**config.mk**
```make
export PLATFORM = sky130hd
export DESIGN_NAME = ata_pio_timer
export DESIGN_NICKNAME = d
export VERILOG_FILES = /design/src/rtl/ata_pio_pkg.sv /design/src/rtl/pio_count_decode.sv /design/src/rtl/pio_timing_regs.sv /design/src/rtl/pio_cycle_seq.sv /design/src/rtl/ata_pio_timer.sv
export SDC_FILE = /design/constraint.sdc
export NUM_CORES = 1
export LEC_CHECK = 0
export BUFFER_PORTS_ARGS = -buffer_cell sky130_fd_sc_hd__clkbuf_2
export CAP_MARGIN = 10
export CORE_ASPECT_RATIO = 0.6
export CORE_MARGIN = 2
export CORE_UTILIZATION = 45
export CTS_CLUSTER_DIAMETER = 50
export DETAILED_ROUTE_END_ITERATION = 8
export GPL_ROUTABILITY_DRIVEN = 0
export PLACE_DENSITY_LB_ADDON = 0.3
export SLEW_MARGIN = 25
export SYNTH_ARGS = -nofsm -noshare
export SYNTH_HDL_FRONTEND = slang
export SYNTH_SLANG_ARGS = --single-unit
```
**constraint.sdc**
```tcl
create_clock -name clk -period 3.2 [get_ports clk]
set_clock_uncertainty 0.05 [all_clocks]
set_input_delay 0.32 -clock clk [delete_from_list [all_inputs] [get_ports clk]]
set_output_delay 0.32 -clock clk [all_outputs]
set_load 0.03 [all_outputs]
```
**src/rtl/ata_pio_pkg.sv**
```systemverilog
package ata_pio_pkg;

   typedef enum logic [1:0] {
      PH_IDLE    = 2'd0,
      PH_SETUP   = 2'd1,
      PH_ACTIVE  = 2'd2,
      PH_RECOVER = 2'd3
   } pio_phase_e;

   function automatic int max3(input int a, input int b, input int c);
      int m;
      m = (a > b) ? a : b;
      return (m > c) ? m : c;
   endfunction

endpackage

```
**src/rtl/pio_count_decode.sv**
```systemverilog
module pio_count_decode #(
   parameter int W     = 3,
   parameter int OUT_W = W + 1
) (
   input  logic [W-1:0]     field,
   output logic [OUT_W-1:0] clocks
);

   localparam logic [OUT_W-1:0] FULL = OUT_W'(1) << W;

   if (OUT_W < W + 1) begin : g_bad_width
      $error("pio_count_decode: OUT_W must hold 2**W");
   end

   always_comb begin
      if (field == '0) clocks = FULL;
      else             clocks = OUT_W'(field);
   end

endmodule

```
**src/rtl/pio_timing_regs.sv**
```systemverilog
module pio_timing_regs #(
   parameter int SETUP_W = 3,
   parameter int ACT_W   = 3,
   parameter int REC_W   = 4,
   parameter int DRIVES  = 2,
   parameter int CA_W    = 2,
   parameter int CFG_W   = 7
) (
   input  logic                    clk,
   input  logic                    rst_n,
   input  logic                    cfg_we,
   input  logic [CA_W-1:0]         cfg_addr,
   input  logic [CFG_W-1:0]        cfg_wdata,
   output logic [SETUP_W-1:0]      setup_field,
   output logic [DRIVES*ACT_W-1:0] act_fields,
   output logic [DRIVES*REC_W-1:0] rec_fields
);

   if (CFG_W < ACT_W + REC_W || CFG_W < SETUP_W) begin : g_bad_cfg
      $error("pio_timing_regs: CFG_W too narrow for the fields");
   end

   always_ff @(posedge clk or negedge rst_n) begin
      if (!rst_n)
         setup_field <= '0;
      else if (cfg_we && cfg_addr == CA_W'(0))
         setup_field <= cfg_wdata[SETUP_W-1:0];
   end

   for (genvar d = 0; d < DRIVES; d++) begin : g_drive
      logic [ACT_W-1:0] act_q;
      logic [REC_W-1:0] rec_q;
      always_ff @(posedge clk or negedge rst_n) begin
         if (!rst_n) begin
            act_q <= '0;
            rec_q <= '0;
         end else if (cfg_we && cfg_addr == CA_W'(d + 1)) begin
            act_q <= cfg_wdata[REC_W +: ACT_W];
            rec_q <= cfg_wdata[REC_W-1:0];
         end
      end
      assign act_fields[d*ACT_W +: ACT_W] = act_q;
      assign rec_fields[d*REC_W +: REC_W] = rec_q;
   end

endmodule

```
**src/rtl/pio_cycle_seq.sv**
```systemverilog
module pio_cycle_seq
   import ata_pio_pkg::*;
#(
   parameter int CNT_W   = 5,
   parameter int ADDR_W  = 3,
   parameter int DATA_W  = 16,
   parameter bit OUT_REG = 1'b1
) (
   input  logic              clk,
   input  logic              rst_n,
   input  logic              start,
   input  logic              start_write,
   input  logic [ADDR_W-1:0] start_addr,
   input  logic [DATA_W-1:0] start_wdata,
   input  logic [CNT_W-1:0]  setup_clks,
   input  logic [CNT_W-1:0]  act_clks,
   input  logic [CNT_W-1:0]  rec_clks,
   input  logic [DATA_W-1:0] ata_din,
   output logic              idle,
   output logic              ata_sel_n,
   output logic              ata_rd_n,
   output logic              ata_wr_n,
   output logic [ADDR_W-1:0] ata_addr,
   output logic [DATA_W-1:0] ata_dout,
   output logic              ata_dout_en,
   output logic [DATA_W-1:0] rd_data,
   output logic              done
);

   localparam logic [CNT_W-1:0] ONE = CNT_W'(1);

   pio_phase_e       phase_q, phase_n;
   logic [CNT_W-1:0] cnt_q, cnt_n;
   logic [CNT_W-1:0] act_q, rec_q;
   logic             wr_q, wr_n;
   logic             last_clk, capture, finish;

   assign last_clk = (cnt_q == '0);
   assign wr_n     = start ? start_write : wr_q;

   always_comb begin
      phase_n = phase_q;
      cnt_n   = cnt_q;
      capture = 1'b0;
      finish  = 1'b0;
      unique case (phase_q)
         PH_IDLE: begin
            if (start) begin
               phase_n = PH_SETUP;
               cnt_n   = setup_clks - ONE;
            end
         end
         PH_SETUP: begin
            if (last_clk) begin
               phase_n = PH_ACTIVE;
               cnt_n   = act_q - ONE;
            end else begin
               cnt_n = cnt_q - ONE;
            end
         end
         PH_ACTIVE: begin
            if (last_clk) begin
               phase_n = PH_RECOVER;
               cnt_n   = rec_q - ONE;
               capture = ~wr_q;
            end else begin
               cnt_n = cnt_q - ONE;
            end
         end
         PH_RECOVER: begin
            if (last_clk) begin
               phase_n = PH_IDLE;
               finish  = 1'b1;
            end else begin
               cnt_n = cnt_q - ONE;
            end
         end
         default: phase_n = PH_IDLE;
      endcase
   end

   always_ff @(posedge clk or negedge rst_n) begin
      if (!rst_n) begin
         phase_q <= PH_IDLE;
         cnt_q   <= '0;
         act_q   <= '0;
         rec_q   <= '0;
         wr_q    <= 1'b0;
         done    <= 1'b0;
      end else begin
         phase_q <= phase_n;
         cnt_q   <= cnt_n;
         wr_q    <= wr_n;
         done    <= finish;
         if (start) begin
            act_q <= act_clks;
            rec_q <= rec_clks;
         end
      end
   end

   always_ff @(posedge clk or negedge rst_n) begin
      if (!rst_n) begin
         ata_addr <= '0;
         ata_dout <= '0;
         rd_data  <= '0;
      end else begin
         if (start) begin
            ata_addr <= start_addr;
            ata_dout <= start_wdata;
         end
         if (capture) rd_data <= ata_din;
      end
   end

   assign idle = (phase_q == PH_IDLE);

   if (OUT_REG) begin : g_out_reg
      logic sel_n_q, rd_n_q, wr_n_q, oe_q;
      logic sel_nx, strobe_nx;
      assign sel_nx    = (phase_n == PH_SETUP) || (phase_n == PH_ACTIVE);
      assign strobe_nx = (phase_n == PH_ACTIVE);
      always_ff @(posedge clk or negedge rst_n) begin
         if (!rst_n) begin
            sel_n_q <= 1'b1;
            rd_n_q  <= 1'b1;
            wr_n_q  <= 1'b1;
            oe_q    <= 1'b0;
         end else begin
            sel_n_q <= ~sel_nx;
            rd_n_q  <= ~(strobe_nx & ~wr_n);
            wr_n_q  <= ~(strobe_nx & wr_n);
            oe_q    <= sel_nx & wr_n;
         end
      end
      assign ata_sel_n   = sel_n_q;
      assign ata_rd_n    = rd_n_q;
      assign ata_wr_n    = wr_n_q;
      assign ata_dout_en = oe_q;
   end else begin : g_out_comb
      logic sel_on, strobe_on;
      assign sel_on      = (phase_q == PH_SETUP) || (phase_q == PH_ACTIVE);
      assign strobe_on   = (phase_q == PH_ACTIVE);
      assign ata_sel_n   = ~sel_on;
      assign ata_rd_n    = ~(strobe_on & ~wr_q);
      assign ata_wr_n    = ~(strobe_on & wr_q);
      assign ata_dout_en = sel_on & wr_q;
   end

endmodule

```
**src/rtl/ata_pio_timer.sv**
```systemverilog
module ata_pio_timer
   import ata_pio_pkg::*;
#(
   parameter int SETUP_W = 3,
   parameter int ACT_W   = 3,
   parameter int REC_W   = 4,
   parameter int DRIVES  = 2,
   parameter int ADDR_W  = 3,
   parameter int DATA_W  = 16,
   parameter bit OUT_REG = 1'b1,
   localparam int CA_W   = $clog2(DRIVES + 1),
   localparam int DRV_W  = (DRIVES > 1) ? $clog2(DRIVES) : 1,
   localparam int CFG_W  = ((ACT_W + REC_W) > SETUP_W) ? (ACT_W + REC_W) : SETUP_W
) (
   input  logic              clk,
   input  logic              rst_n,
   input  logic              cfg_we,
   input  logic [CA_W-1:0]   cfg_addr,
   input  logic [CFG_W-1:0]  cfg_wdata,
   input  logic              req_valid,
   output logic              req_ready,
   input  logic              req_write,
   input  logic [DRV_W-1:0]  req_drive,
   input  logic [ADDR_W-1:0] req_addr,
   input  logic [DATA_W-1:0] req_wdata,
   output logic [ADDR_W-1:0] ata_addr,
   output logic              ata_sel_n,
   output logic              ata_rd_n,
   output logic              ata_wr_n,
   output logic [DATA_W-1:0] ata_dout,
   output logic              ata_dout_en,
   input  logic [DATA_W-1:0] ata_din,
   output logic [DATA_W-1:0] rd_data,
   output logic              done
);

   localparam int CNT_W = max3(SETUP_W, ACT_W, REC_W) + 1;

   if (DRIVES < 1 || SETUP_W < 1 || ACT_W < 1 || REC_W < 1) begin : g_bad_param
      $error("ata_pio_timer: counts and drive number must be positive");
   end

   logic [SETUP_W-1:0]      setup_field;
   logic [DRIVES*ACT_W-1:0] act_fields;
   logic [DRIVES*REC_W-1:0] rec_fields;
   logic [ACT_W-1:0]        act_sel;
   logic [REC_W-1:0]        rec_sel;
   logic [CNT_W-1:0]        setup_clks, act_clks, rec_clks;
   logic                    idle, start;

   pio_timing_regs #(
      .SETUP_W(SETUP_W), .ACT_W(ACT_W), .REC_W(REC_W),
      .DRIVES(DRIVES), .CA_W(CA_W), .CFG_W(CFG_W)
   ) u_regs (
      .clk(clk), .rst_n(rst_n), .cfg_we(cfg_we), .cfg_addr(cfg_addr),
      .cfg_wdata(cfg_wdata), .setup_field(setup_field),
      .act_fields(act_fields), .rec_fields(rec_fields)
   );

   if (DRIVES > 1) begin : g_multi
      assign act_sel = act_fields[req_drive*ACT_W +: ACT_W];
      assign rec_sel = rec_fields[req_drive*REC_W +: REC_W];
   end else begin : g_single
      logic unused_drv;
      assign unused_drv = ^req_drive;
      assign act_sel    = act_fields;
      assign rec_sel    = rec_fields;
   end

   pio_count_decode #(.W(SETUP_W), .OUT_W(CNT_W)) u_dec_setup (
      .field(setup_field), .clocks(setup_clks));
   pio_count_decode #(.W(ACT_W), .OUT_W(CNT_W)) u_dec_act (
      .field(act_sel), .clocks(act_clks));
   pio_count_decode #(.W(REC_W), .OUT_W(CNT_W)) u_dec_rec (
      .field(rec_sel), .clocks(rec_clks));

   assign req_ready = idle;
   assign start     = req_valid & idle;

   pio_cycle_seq #(
      .CNT_W(CNT_W), .ADDR_W(ADDR_W), .DATA_W(DATA_W), .OUT_REG(OUT_REG)
   ) u_seq (
      .clk(clk), .rst_n(rst_n), .start(start), .start_write(req_write),
      .start_addr(req_addr), .start_wdata(req_wdata),
      .setup_clks(setup_clks), .act_clks(act_clks), .rec_clks(rec_clks),
      .ata_din(ata_din), .idle(idle), .ata_sel_n(ata_sel_n),
      .ata_rd_n(ata_rd_n), .ata_wr_n(ata_wr_n), .ata_addr(ata_addr),
      .ata_dout(ata_dout), .ata_dout_en(ata_dout_en), .rd_data(rd_data),
      .done(done)
   );

endmodule

```
# ---- After elaboration in Yosys (flattened, before gate mapping)
# Cells that the tools add are included.
dict set report classes {
  shift 2
  n_mux 18
  add_sub_neg 4
  n_eq_ne 9
  mul 1
  bitwise_logic 9
  n_reduce_logical 11
}
# cell n
set op_table {}
lappend op_table {{5-bit 2-to-1 mux} 5}
lappend op_table {{5-bit one-hot mux with 4 select lines} 1}
lappend op_table {{5-bit by 1-bit subtractor with 5-bit output, second input constant} 3}
lappend op_table {{2-bit == test, second input constant} 4}
lappend op_table {{2-bit 2-to-1 mux} 4}
lappend op_table {{4-bit 2-to-1 mux} 2}
lappend op_table {{2-bit one-hot mux with 4 select lines} 1}
lappend op_table {{8-bit by 4-bit indexed part select with 4-bit output} 1}
lappend op_table {{2-bit by 1-bit == test with 1-bit output, second input constant} 3}
lappend op_table {{3-bit logical NOT} 2}
lappend op_table {{6-bit by 4-bit indexed part select with 3-bit output} 1}
lappend op_table {{5-bit logical NOT} 1}
lappend op_table {{1-bit 2-to-1 mux} 5}
lappend op_table {{1-bit inverter} 5}
lappend op_table {{4-bit by 1-bit subtractor with 5-bit output, second input constant} 1}
lappend op_table {{1-bit AND} 4}
lappend op_table {{2-bit logical NOT} 2}
lappend op_table {{4-bit logical NOT} 1}
lappend op_table {{1-bit logical AND} 3}
lappend op_table {{1-bit by 2-bit multiplier with 3-bit output, second input constant} 1}
lappend op_table {{2-bit by 1-bit != test with 1-bit output, second input constant} 1}
lappend op_table {{2-bit != test, second input constant} 1}
lappend op_table {{2-bit AND reduction} 1}
lappend op_table {{1-bit logical OR} 1}
dict set report word_totals {
  regBits 75
  elab_cells 72
  out_inout_bits 41
  in_bits 50
}

# ---- Logic depth before layout (Yosys ltp)
# Gate-level depths: netlist of the first run.
dict set report logic_depth {
  word_depth 7
  depth_mapped 8
  mapped_depth_nobuf 7
}

# ---- By module
# Synthesis of the first run repeated with hierarchy kept, for this count alone.
dict set report hier_totals {
  hier_cells 265
  area_unflattened_um2 3462.1
}
# mod seq_area_each_um2 instances area_each_um2 cells_per_inst
set by_module_without_submodules {}
lappend by_module_without_submodules {pio_cycle_seq 1455.1 1 2571.2 202}
lappend by_module_without_submodules {pio_timing_regs 425.4 1 675.6 37}
lappend by_module_without_submodules {ata_pio_timer 0.0 1 122.6 9}
lappend by_module_without_submodules {{pio_count_decode (u_dec_act ...)} 0.0 2 32.5 6}
lappend by_module_without_submodules {{pio_count_decode (u_dec_rec)} 0.0 1 27.5 5}

# ---- Worst setup path after synthesis of the first run
# No wires, ideal clock.
dict set report synth_path {
  kind {register to register}
  startpoint {register u_seq.cnt_q[0]}
  endpoint {register u_seq.rd_data[10]}
  arrival_ps 1892
  path_buffers 2
  setup_time_ps 125
  synth_period_minus_slack_ps 2067
  path_slack_ps 1133
  path_stages_with_launch 9
  cell_sequence {dfrtp_1 > inv_1 > ha_1 > or4b_1 > buf_6 > nor2_8 > nand3b_4 > buf_6 > mux2_4}
}
dict set report synth_via {
  elab_chain_cells 3
}
# element line_no
set synth_rtl {}
lappend synth_rtl {{start: declaration} pio_cycle_seq.sv:33} ;# logic [CNT_W-1:0] cnt_q, cnt_n;
lappend synth_rtl {{start signal: assignment} pio_cycle_seq.sv:92} ;# cnt_q <= cnt_n;
lappend synth_rtl {{5-bit logical NOT} pio_cycle_seq.sv:38} ;# assign last_clk = (cnt_q == '0);
lappend synth_rtl {{1-bit 2-to-1 mux} pio_cycle_seq.sv:62} ;# if (last_clk) begin
lappend synth_rtl {{1-bit 2-to-1 mux} pio_cycle_seq.sv:46} ;# unique case (phase_q)
lappend synth_rtl {{end signal: assignment} pio_cycle_seq.sv:112} ;# if (capture) rd_data <= ata_din;
lappend synth_rtl {{end: declaration} pio_cycle_seq.sv:26} ;# output logic [DATA_W-1:0] rd_data,
# Every way passes these cells.
# A chain may end at the register's enable or synchronous reset.

# ---- Worst setup path in the final report of the first run
# Same ends and word-level chain as after synthesis.

==> results.sh, run 1 <==
export IMPL_status="finished clean"
export IMPL_r2r_slack_ps=780
export IMPL_area_growth_synth_to_final_pct=25.42
export IMPL_num_rows=24
export IMPL_grt_overflow=0
export IMPL_hold_path_class="primary input to async pin"
export IMPL_crit_type="register to register"
export IMPL_critPathArrivalTime_ps=2580
export IMPL_tns_ps=0
export IMPL_ioPinCount=91
export IMPL_multi_input_area_sq_um=1319
export IMPL_holdBufCountCts=0
export IMPL_maxSlewViolCount=0
export IMPL_synth_xor_area_share_pct=1.870
export IMPL_drt_iter0_drc=112
export IMPL_maxSlewHeadroom_pct=39.51
export IMPL_synth_simple_area_share_pct=8.511
export IMPL_cts_repair_resized=0
export IMPL_layout_nets=402
export IMPL_final_util_pct=57.53
export IMPL_grt_pass1_wl_mm=11.15
export IMPL_die_area_sq_um=8006
export IMPL_cp_end_kind="register"
export IMPL_peakVddDrop_uv=465.5
export IMPL_ys_async_sr_fraction_pct=100.0
export IMPL_clockBufferDepth=2
export IMPL_drv_cap=0
export IMPL_finalPower_mw=4.304
export IMPL_clkLatencyLatePin_ps=330
export IMPL_fin_crit_sh_pct=75.50
export IMPL_rsz0062_at_grt="no"
export IMPL_critPathRequiredTime_ps=3360
export IMPL_clk_pin_slew_ps=50
export IMPL_antenna_found_initial=0
export IMPL_max_freq_mhz=413.9
export IMPL_ys_warn_count=0
export IMPL_grt_max_degree=75
export IMPL_ys_ff_latch=74
export IMPL_cts_tree="built"
export IMPL_synthDistinctLibCells=45
export IMPL_seqCellArea_sq_um=1856
export IMPL_io_buffer_count=90
export IMPL_initial_utilization_pct=45.87
export IMPL_htreeDepth=3
export IMPL_finalSetupViolCount=0
export IMPL_cts_buffers=9
export IMPL_antenna_left=0
export IMPL_leakagePower_nw=2.029
export IMPL_clkSinkCount=74
export IMPL_cts_root_buf="clkbuf_16"
export IMPL_drive_above_1_share_pct=46.02
export IMPL_vias=2279
export IMPL_synth_fp_nets=308
export IMPL_core_area_sq_um=7147
export IMPL_fill_cells=596
export IMPL_tightest_slew_ps=907.4
export IMPL_drc=0
export IMPL_power_density_nw_per_um2=1047
export IMPL_synth_edf_count=0
export IMPL_grt_use_total_pct=18.28
export IMPL_wirelength_mm=6.605
export IMPL_fp_dieH_um=70.11
export IMPL_synthAdderAreaFrac_pct=1.908
export IMPL_first_pass_iters=4
export IMPL_synth_compound_area_share_pct=7.290
export IMPL_dp_hpwl_mm=4.714
export IMPL_yosys_most_used_dff="dfrtp_1"
export IMPL_synth_top_family_by_area="multiplexers"
export IMPL_synth_area_sq_um=3278
export IMPL_start_kind="register"
export IMPL_hold_viol_final=0
export IMPL_avgSynthCellArea_sq_um=12.96
export IMPL_fin_crit_ps=2416
export IMPL_cts_setup_buffers=0
export IMPL_grt_pass1_vias=2272
export IMPL_die_w_um=114.2
export IMPL_wl_per_cell_um=14.91
export IMPL_critPathMaxFanout=16
export IMPL_synth_mux_area_share_pct=20.42
export IMPL_syn_instance_count=253
export IMPL_diodes=0
export IMPL_via_per_inst=5.144
export IMPL_yosysSeqAreaShare_pct=56.60
-- critical path, cell delays in order, from the launching register on --
cell and delay (ps):
dfrtp_1 370, inv_1 110, ha_1 240, or4b_1 690, nor2_8 180, nand3b_4 260, mux2_4 390
-- layout make-up --
cell class / instances / area share [%]
Tap cell: 91 / 2.769
Sequential cell: 74 / 45.13
Timing Repair Buffer: 92 / 11.38
Inverter: 15 / 1.369
Multi-Input combinational cell: 155 / 32.08
Clock buffer: 14 / 6.421
Clock inverter: 2 / 0.8521
-- Yosys cell counts (2+ instances only) --
cell / count / area [sq um]
ha_1: 5 / 62.56
o22ai_1: 2 / 12.51
nor3b_1: 2 / 15.01
nor2_1: 14 / 52.55
nor4_1: 2 / 12.51
a211o_1: 2 / 17.52
dfrtp_1: 71 / 1777
mux2i_1: 8 / 80.08
o31ai_1: 2 / 15.01
mux2_4: 10 / 150.1
buf_6: 2 / 22.52
nand2_1: 8 / 30.03
o221ai_1: 2 / 17.52
buf_2: 4 / 20.02
nand2b_1: 2 / 12.51
xnor2_1: 4 / 35.03
xor2_1: 3 / 26.28
dfstp_2: 3 / 78.83
mux2_2: 39 / 439.2
inv_1: 15 / 56.30
o21ai_0: 8 / 40.04
nor2b_1: 2 / 12.51
a21oi_1: 14 / 70.07
nand3b_1: 2 / 15.01
nor3_1: 7 / 35.03
-- registers in the layout (all words and copies together), names as in the netlist --
| signal | flops |
|---|---|
| u_regs.g_drive.act_q | 6 |
| u_regs.g_drive.rec_q | 8 |
| u_regs.setup_field | 3 |
| u_seq.act_q | 4 |
| u_seq.ata_addr | 3 |
| u_seq.ata_dout | 16 |
| u_seq.ata_dout_en | 1 |
| u_seq.ata_rd_n | 1 |
| u_seq.ata_sel_n | 1 |
| u_seq.ata_wr_n | 1 |
| u_seq.cnt_q | 5 |
| u_seq.done | 1 |
| u_seq.phase_q | 2 |
| u_seq.rd_data | 16 |
| u_seq.rec_q | 5 |
| u_seq.wr_q | 1 |
-- metal layers --
metal	global-route usage, %	share of wire [%]	wire length (um)	vias to the layer above
met3	6.424	6.3	418	9
met1	26.57	48	3157	1113
met5	0	0	0	-
met4	5.691	1.3	83	0
met2	25.66	45	2946	71
li1	-	-	-	1086
-- final timing paths --
check,startpoint,end,cells after the start
worst min-delay path,rst_n,u_seq.rd_data[14],1
max in group asynchronous,rst_n,u_regs.g_drive[0].act_q[2],1
worst max register to register,u_seq.cnt_q[0],u_seq.rd_data[10],6
worst max-delay path,u_seq.cnt_q[0],u_seq.rd_data[10],6
worst min register to register,u_seq.ata_dout[10],u_seq.ata_dout[10],1
min in group clk,req_addr[2],u_seq.ata_addr[2],2
-- cell families (layout without fill, tap and decap cells) --
group                      count (synthesis)  in the layout
xor gates and xnor gates                   7              7
DFF                                       74             74
muxes                                     57             57
AOI/OAI and AO/OA                         38             38
adders and majority gates                  5              5
and+or+nand+nor                           48             48
buffers and inverters                     24            123
-- where the power goes --
| part | switching [mW] | total, mW | internal (mW) |
|---|---|---|---|
| clock | 0.352 | 0.997 | 0.645 |
| combinational | 1.01 | 1.68 | 0.676 |
| sequential | 0.285 | 1.62 | 1.34 |
| total | 1.64 | 4.30 | 2.66 |
-- per-stage QoR --
stage                     area (sq um)  setup slack, ps  hold slack (ps)  std cells
after floorplan                   3278             1133           -25.59        253
after global placement            3812            890.1            437.2        427
after detailed placement          3812            803.9            445.1        427
after CTS                         4111            777.7            115.5        443
after global routing              4111            632.3            164.8        443
final                             4111            784.0            70.39        443
-- cell usage in the layout (no fill, tap or decap), types with 3 or more instances in the layout --
cell,instances
a21oi_1,14
buf_4,3
clkbuf_1,3
clkbuf_16,9
clkbuf_2,89
dfrtp_1,71
dfstp_2,3
ha_1,5
inv_1,15
mux2_2,39
mux2_4,10
mux2i_1,8
nand2_1,8
nor2_1,13
nor3_1,7
o21ai_0,8
xnor2_1,4
xor2_1,3
Note: power is estimated with default switching activity, not from simulation.
==> inputs of run 2 (changes only) <==
==> constraint.sdc (replaced) <==
create_clock -name clk -period 2.3 [get_ports clk]
set_clock_uncertainty 0.05 [all_clocks]
set_input_delay 0.23 -clock clk [delete_from_list [all_inputs] [get_ports clk]]
set_output_delay 0.23 -clock clk [all_outputs]
set_load 0.03 [all_outputs]
==> run 2 against run 1 <==
Net effect: clock-buffer cell count decreased by 4; non-clock buffer count increased by 6; register-to-register slack worse by 600 ps; flip-flop and latch count stayed put; power up 38%; via count down 1.1%; final cell count increased by 0.90%; utilization is 0.98 points higher; critical endpoint is now u_seq.ata_dout_en.
==> results.sh, run 2 (synthesis gave the netlist of run 1 again) <==
export IMPL_status="finished clean"
export IMPL_cts_buffers=9
export IMPL_cp_end_kind="register"
export IMPL_fp_dieH_um=70.11
export IMPL_rsz0062_at_grt="no"
export IMPL_clockBufferDepth=2
export IMPL_hold_path_class="primary input to register"
export IMPL_swShare_pct=38.25
export IMPL_clkSinkCount=74
export IMPL_clk_pin_slew_ps=60
export IMPL_finalSetupViolCount=0
export IMPL_grt_pass1_vias=2206
export IMPL_clkLatencyLatePin_ps=330
export IMPL_drive_above_1_share_pct=47.47
export IMPL_switchingPower_mw=2.278
export IMPL_cts_tree="built"
export IMPL_drt_iter0_drc=134
export IMPL_antenna_found_initial=0
export IMPL_die_area_sq_um=8006
export IMPL_ioPinCount=91
export IMPL_combinationalPowerShare_pct=41.0
export IMPL_diodes=0
export IMPL_start_kind="register"
export IMPL_critPathMaxFanout=5
export IMPL_tns_ps=0
export IMPL_p_int_mw=3.678
export IMPL_layout_nets=408
export IMPL_final_common_cell="clkbuf_2"
export IMPL_grt_pass1_wl_mm=10.64
export IMPL_wl_per_cell_um=14.50
export IMPL_leakagePower_nw=2.064
export IMPL_clockPowerShare_pct=21.9
export IMPL_vias=2253
export IMPL_grt_use_total_pct=17.62
export IMPL_wirelength_mm=6.482
export IMPL_die_w_um=114.2
export IMPL_peakVddDrop_uv=673.7
export IMPL_cts_root_buf="clkbuf_16"
export IMPL_maxSlewHeadroom_pct=64.21
export IMPL_io_buffer_count=90
export IMPL_maxSlewViolCount=0
export IMPL_critPathRequiredTime_ps=2510
export IMPL_fin_crit_sh_pct=91.94
export IMPL_max_freq_mhz=472.9
export IMPL_first_pass_iters=4
export IMPL_dp_hpwl_mm=4.763
export IMPL_drv_cap=0
export IMPL_antenna_left=0
export IMPL_grt_max_degree=43
export IMPL_hold_viol_final=0
export IMPL_power_density_nw_per_um2=1425
export IMPL_via_per_inst=5.040
export IMPL_drc=0
export IMPL_critPathArrivalTime_ps=2320
export IMPL_crit_type="register to register"
export IMPL_reg_top3="u_seq.ata_dout (16), u_seq.rd_data (16), u_regs.g_drive.rec_q (8)"
export IMPL_htreeDepth=3
export IMPL_fin_crit_ps=2115
export IMPL_core_area_sq_um=7147
export IMPL_grt_overflow=0
export IMPL_seqPwrFrac_pct=37.1
export IMPL_tightest_slew_ps=535.7
export IMPL_final_cell_mix="89 x clkbuf_2, 71 x dfrtp_1, 39 x mux2_2"
export IMPL_area_growth_synth_to_final_pct=27.56
export IMPL_finalPower_mw=5.957
export IMPL_num_rows=24
export IMPL_initial_utilization_pct=45.87
run 2: critical path: stages, from the launching register on:
cell	delay, ps
dfrtp_1	370
inv_1	100
ha_1	230
or4b_4	540
a21oi_1	160
o21ai_0	130
ha_1	360
nor2_1	110
run 2: layer usage:
metal | wire, um | GRT usage [%] | vias to the layer above | share of wire [%]
met5 | 0 | 0 | - | 0
met4 | 75 | 6.504 | 0 | 1.2
met3 | 405 | 6.510 | 6 | 6.2
met2 | 2869 | 24.80 | 71 | 44
met1 | 3131 | 24.93 | 1076 | 48
li1 | - | - | 1100 | -
run 2: path summary, 6_finish.rpt:
path	slack, ps	end	depth (start not counted)	startpoint
min in group asynchronous	370	u_seq.rd_data[15]	2	rst_n
max	190	u_seq.ata_dout_en	7	u_seq.cnt_q[0]
min	70	u_seq.rd_data[15]	2	ata_din[15]
max reg2reg	190	u_seq.ata_dout_en	7	u_seq.cnt_q[0]
min reg2reg	450	u_seq.ata_dout[2]	1	u_seq.ata_dout[2]
max in group asynchronous	1200	u_seq.ata_sel_n	3	rst_n
run 2: final cells by class:
type                    instances  area (sq um)
flip-flops and latches         74          1856
inverters                      15         56.30
clock inverters                 4         45.04
repair buffers                 98         553.0
fillers                       597          2965
multi-input cells             155          1329
clock buffers                  10         229.0
well taps                      91         113.9
run 2: power groups by stage:
stage | sequential, mW | clock [mW] | combinational (mW)
after floorplan | 2.86 | 0 | 1.08
after global placement | 2.20 | 0 | 2.38
after detailed placement | 2.22 | 0 | 2.43
after CTS | 2.21 | 1.34 | 2.44
after global routing | 2.28 | 1.41 | 2.65
final | 2.21 | 1.31 | 2.44
run 2: what timing repair did:
item,CTS,global route
resized for setup,0,2
buffers inserted,0,1
hold buffers,1,0
endpoints found under the setup margin,0,20
hold endpoints to repair,41,0
run 2: through the flow:
stage | cells | hold slack (ps) | worst slack (ps) | util [%] | area, sq um
6_report | 447 | 73.84 | 185.3 | 58.51 | 4182
5_1_grt | 447 | 63.65 | 57.81 | 58.51 | 4182
4_1_cts | 446 | 60.04 | 11.15 | 58.09 | 4151
3_5_place_dp | 431 | 203.1 | 25.86 | 54.11 | 3867
3_3_place_gp | 431 | 201.2 | 114.7 | 54.11 | 3867
2_1_floorplan | 253 | -115.6 | 232.7 | - | 3278
==> inputs of run 3 (changes only) <==
--- a/config.mk
+++ b/config.mk
@@ -13,8 +13,10 @@
 export CTS_CLUSTER_DIAMETER = 50
 export DETAILED_ROUTE_END_ITERATION = 8
 export GPL_ROUTABILITY_DRIVEN = 0
+export HOLD_SLACK_MARGIN = 0.1
 export PLACE_DENSITY_LB_ADDON = 0.3
 export SLEW_MARGIN = 25
 export SYNTH_ARGS = -nofsm -noshare
 export SYNTH_HDL_FRONTEND = slang
+export SYNTH_HIERARCHICAL = 1
 export SYNTH_SLANG_ARGS = --single-unit
==> run 3 against run 2 <==
Net effect: synthesized cell count grew 4.7%; clock power grew 11%; combinational power shrank 7%; die area grew 5.4%; critical path depth shrank 1; clock-buffer cell count shrank 1; routed wire length grew 7.0%; largest cell class unchanged; final cell count grew 12%; area after synthesis grew 5.6%; register-to-register slack is essentially flat; power shrank 2.3%; largest power group unchanged.
==> results.sh, run 3 <==
export IMPL_status="finished clean"
export IMPL_regToRegEndpoint="u_seq/rd_data[6]"
export IMPL_drive_above_1_share_pct=49.12
export IMPL_clkLatencyLatePin_ps=330
export IMPL_drt_iter0_drc=107
export IMPL_wl_per_cell_um=13.84
export IMPL_diodes=0
export IMPL_ioPinCount=91
export IMPL_fp_dieH_um=71.94
export IMPL_cts_tree="built"
export IMPL_leakagePower_nw=2.284
export IMPL_fin_crit_ps=2127
export IMPL_tightest_slew_ps=521.4
export IMPL_cts_buffers=9
export IMPL_final_cell_mix="89 x clkbuf_2, 72 x dfrtp_1, 58 x mux2_2"
export IMPL_vias=2381
export IMPL_tns_ps=0
export IMPL_start_kind="register"
export IMPL_reg_top3="u_seq/ata_dout (16), u_seq/rd_data (16), u_regs/g_drive.rec_q (8)"
export IMPL_worstRegToRegCells=6
export IMPL_die_area_sq_um=8434
export IMPL_path_cells="inv_1, ha_1, or4b_4, nor4_4, buf_12, mux2_2"
export IMPL_first_pass_iters=4
export IMPL_synth_area_leaders="dfrtp_1 52%, mux2_2 19%, mux2_4 3.0%, dfstp_2 2.3%, clkbuf_1 1.8%"
export IMPL_rsz0062_at_grt="no"
export IMPL_synth_top_area_share_pct=52.04
export IMPL_dp_hpwl_mm=4.765
export IMPL_wirelength_mm=6.934
export IMPL_drv_cap=0
export IMPL_synth_fp_nets=320
export IMPL_maxSlewViolCount=0
export IMPL_stdcell_area_sq_um=4740
export IMPL_synthTopCellsByCount="72 x dfrtp_1, 58 x mux2_2, 17 x clkbuf_1"
export IMPL_core_area_sq_um=7357
export IMPL_ys_ff_latch=75
export IMPL_cts_root_buf="clkbuf_16"
export IMPL_io_buffer_count=90
export IMPL_r2r_slack_ps=170
export IMPL_clkSinkCount=75
export IMPL_antenna_found_initial=0
export IMPL_maxSlewHeadroom_pct=65.24
export IMPL_yosysMostFrequentCell="dfrtp_1"
export IMPL_crit_slowest_cell="or4b_4"
export IMPL_power_density_nw_per_um2=1228
export IMPL_grt_overflow=0
export IMPL_clk_pin_slew_ps=60
export IMPL_yosysTopAreaCell="dfrtp_1"
export IMPL_final_util_pct=64.42
export IMPL_synth_edf_count=0
export IMPL_max_freq_mhz=470.1
export IMPL_htreeDepth=3
export IMPL_yosys_most_used_dff="dfrtp_1"
export IMPL_ys_async_sr_fraction_pct=100.0
export IMPL_cp_depth=6
export IMPL_die_w_um=117.2
export IMPL_antenna_left=0
export IMPL_regToRegStartpoint="u_seq/cnt_q[0]"
export IMPL_avgSynthCellArea_sq_um=13.06
export IMPL_grt_pass1_vias=2401
export IMPL_initial_utilization_pct=47.06
export IMPL_yosysSeqAreaShare_pct=54.32
export IMPL_syn_instance_count=265
export IMPL_cp_end_kind="register"
export IMPL_grt_use_total_pct=17.99
export IMPL_min_delay_start="req_addr[0]"
export IMPL_peakVddDrop_uv=811.4
export IMPL_ys_warn_count=6
export IMPL_num_rows=24
export IMPL_area_growth_synth_to_final_pct=36.90
export IMPL_grt_pass1_wl_mm=11.39
export IMPL_cp_slowest_stage_delay_ps=530
export IMPL_clockBufferDepth=2
export IMPL_critPathArrivalTime_ps=2290
export IMPL_hold_ws_ps=118.9
export IMPL_path_buf_inv=2
export IMPL_critPathRequiredTime_ps=2460
export IMPL_synthDistinctLibCells=45
export IMPL_grt_max_degree=42
export IMPL_holdPathEnd="u_seq/ata_addr[0]"
export IMPL_final_common_cell="clkbuf_2"
export IMPL_drc=0
export IMPL_synth_area_sq_um=3462
export IMPL_hold_path_class="primary input to register"
export IMPL_place_area_sq_um=4011
export IMPL_critPathTopFamily="simple AND/OR/NAND/NOR gates"
export IMPL_hold_viol_final=0
export IMPL_cts_repair_resized=0
export IMPL_finalSetupViolCount=0
export IMPL_layout_nets=447
export IMPL_crit_type="register to register"
export IMPL_via_per_inst=4.752
export IMPL_fin_crit_sh_pct=92.49
export IMPL_hold_depth=2
export IMPL_critPathMaxFanout=16
-- run 3: cell types whose count changed after synthesis, moves of 3 or more --
| cell | change |
|---|---|
| mux2_2 | +19 |
| clkbuf_1 | +16 |
| a21oi_1 | -8 |
| nor2_1 | -8 |
| mux2i_1 | -7 |
| buf_2 | -3 |
| mux2_4 | -3 |
-- run 3: cells by family after synthesis --
group | after synthesis | synth area share, %
adder cells (fa/ha/maj) | 5 | 1.807
buffers and inverters | 35 | 4.481
AND/OR/NAND/NOR | 41 | 8.457
flip-flops | 75 | 54.32
multiplexers | 66 | 22.19
XOR/XNOR | 10 | 2.530
other | 2 | 0.2169
AO/OA/AOI/OAI | 31 | 6.000
-- run 3: worst max-delay path by stage --
stage	startpoint	end
floorplan	u_seq/phase_q[1]	u_seq/ata_dout_en
global placement	u_seq/cnt_q[0]	u_seq/rd_data[10]
detailed placement	u_seq/cnt_q[0]	u_seq/rd_data[6]
CTS	u_seq/cnt_q[0]	u_seq/rd_data[6]
global route	u_seq/cnt_q[0]	u_seq/cnt_q[2]
finish	u_seq/cnt_q[0]	u_seq/rd_data[6]
-- run 3: per-stage QoR --
stage,power (mW),cells,setup slack (ps)
finish,5.822,501,172.8
global route,6.218,501,58.21
CTS,5.872,500,116.4
detailed placement,4.325,445,127.6
global placement,4.266,445,205.3
floorplan,3.710,265,7.000
-- run 3: per-layer routing --
metal / part of all wire [%] / vias to the layer above / track usage, %
met1: 47 / 1127 / 23.34
li1: - / 1174 / -
met2: 45 / 72 / 28.74
met3: 6.5 / 8 / 5.848
met5: 0 / - / 0
met4: 1.0 / 0 / 6.275
-- run 3: area by class of cell --
class / instances / area [sq um]
sequential: 75 / 1881
multi-input combinational: 155 / 1426
tap: 104 / 130.1
fill: 558 / 2618
timing repair buffer: 138 / 935.9
inverter: 13 / 48.80
clock inverter: 7 / 92.59
clock buffer: 9 / 225.2
-- run 3: report_power, final --
group / switching (mW) / leakage [nW] / total, mW / internal (mW)
combinational: 1.29 / 1.21 / 2.27 / 0.979
clock: 0.519 / 0.147 / 1.46 / 0.944
sequential: 0.288 / 0.928 / 2.09 / 1.80
total: 2.10 / 2.28 / 5.82 / 3.72
-- run 3: what timing repair did --
item                                    in CTS  in global routing
endpoints found under the setup margin       0                  1
endpoints found under the hold margin       78                  0
hold buffers                                39                  0
setup buffers                                0                  1
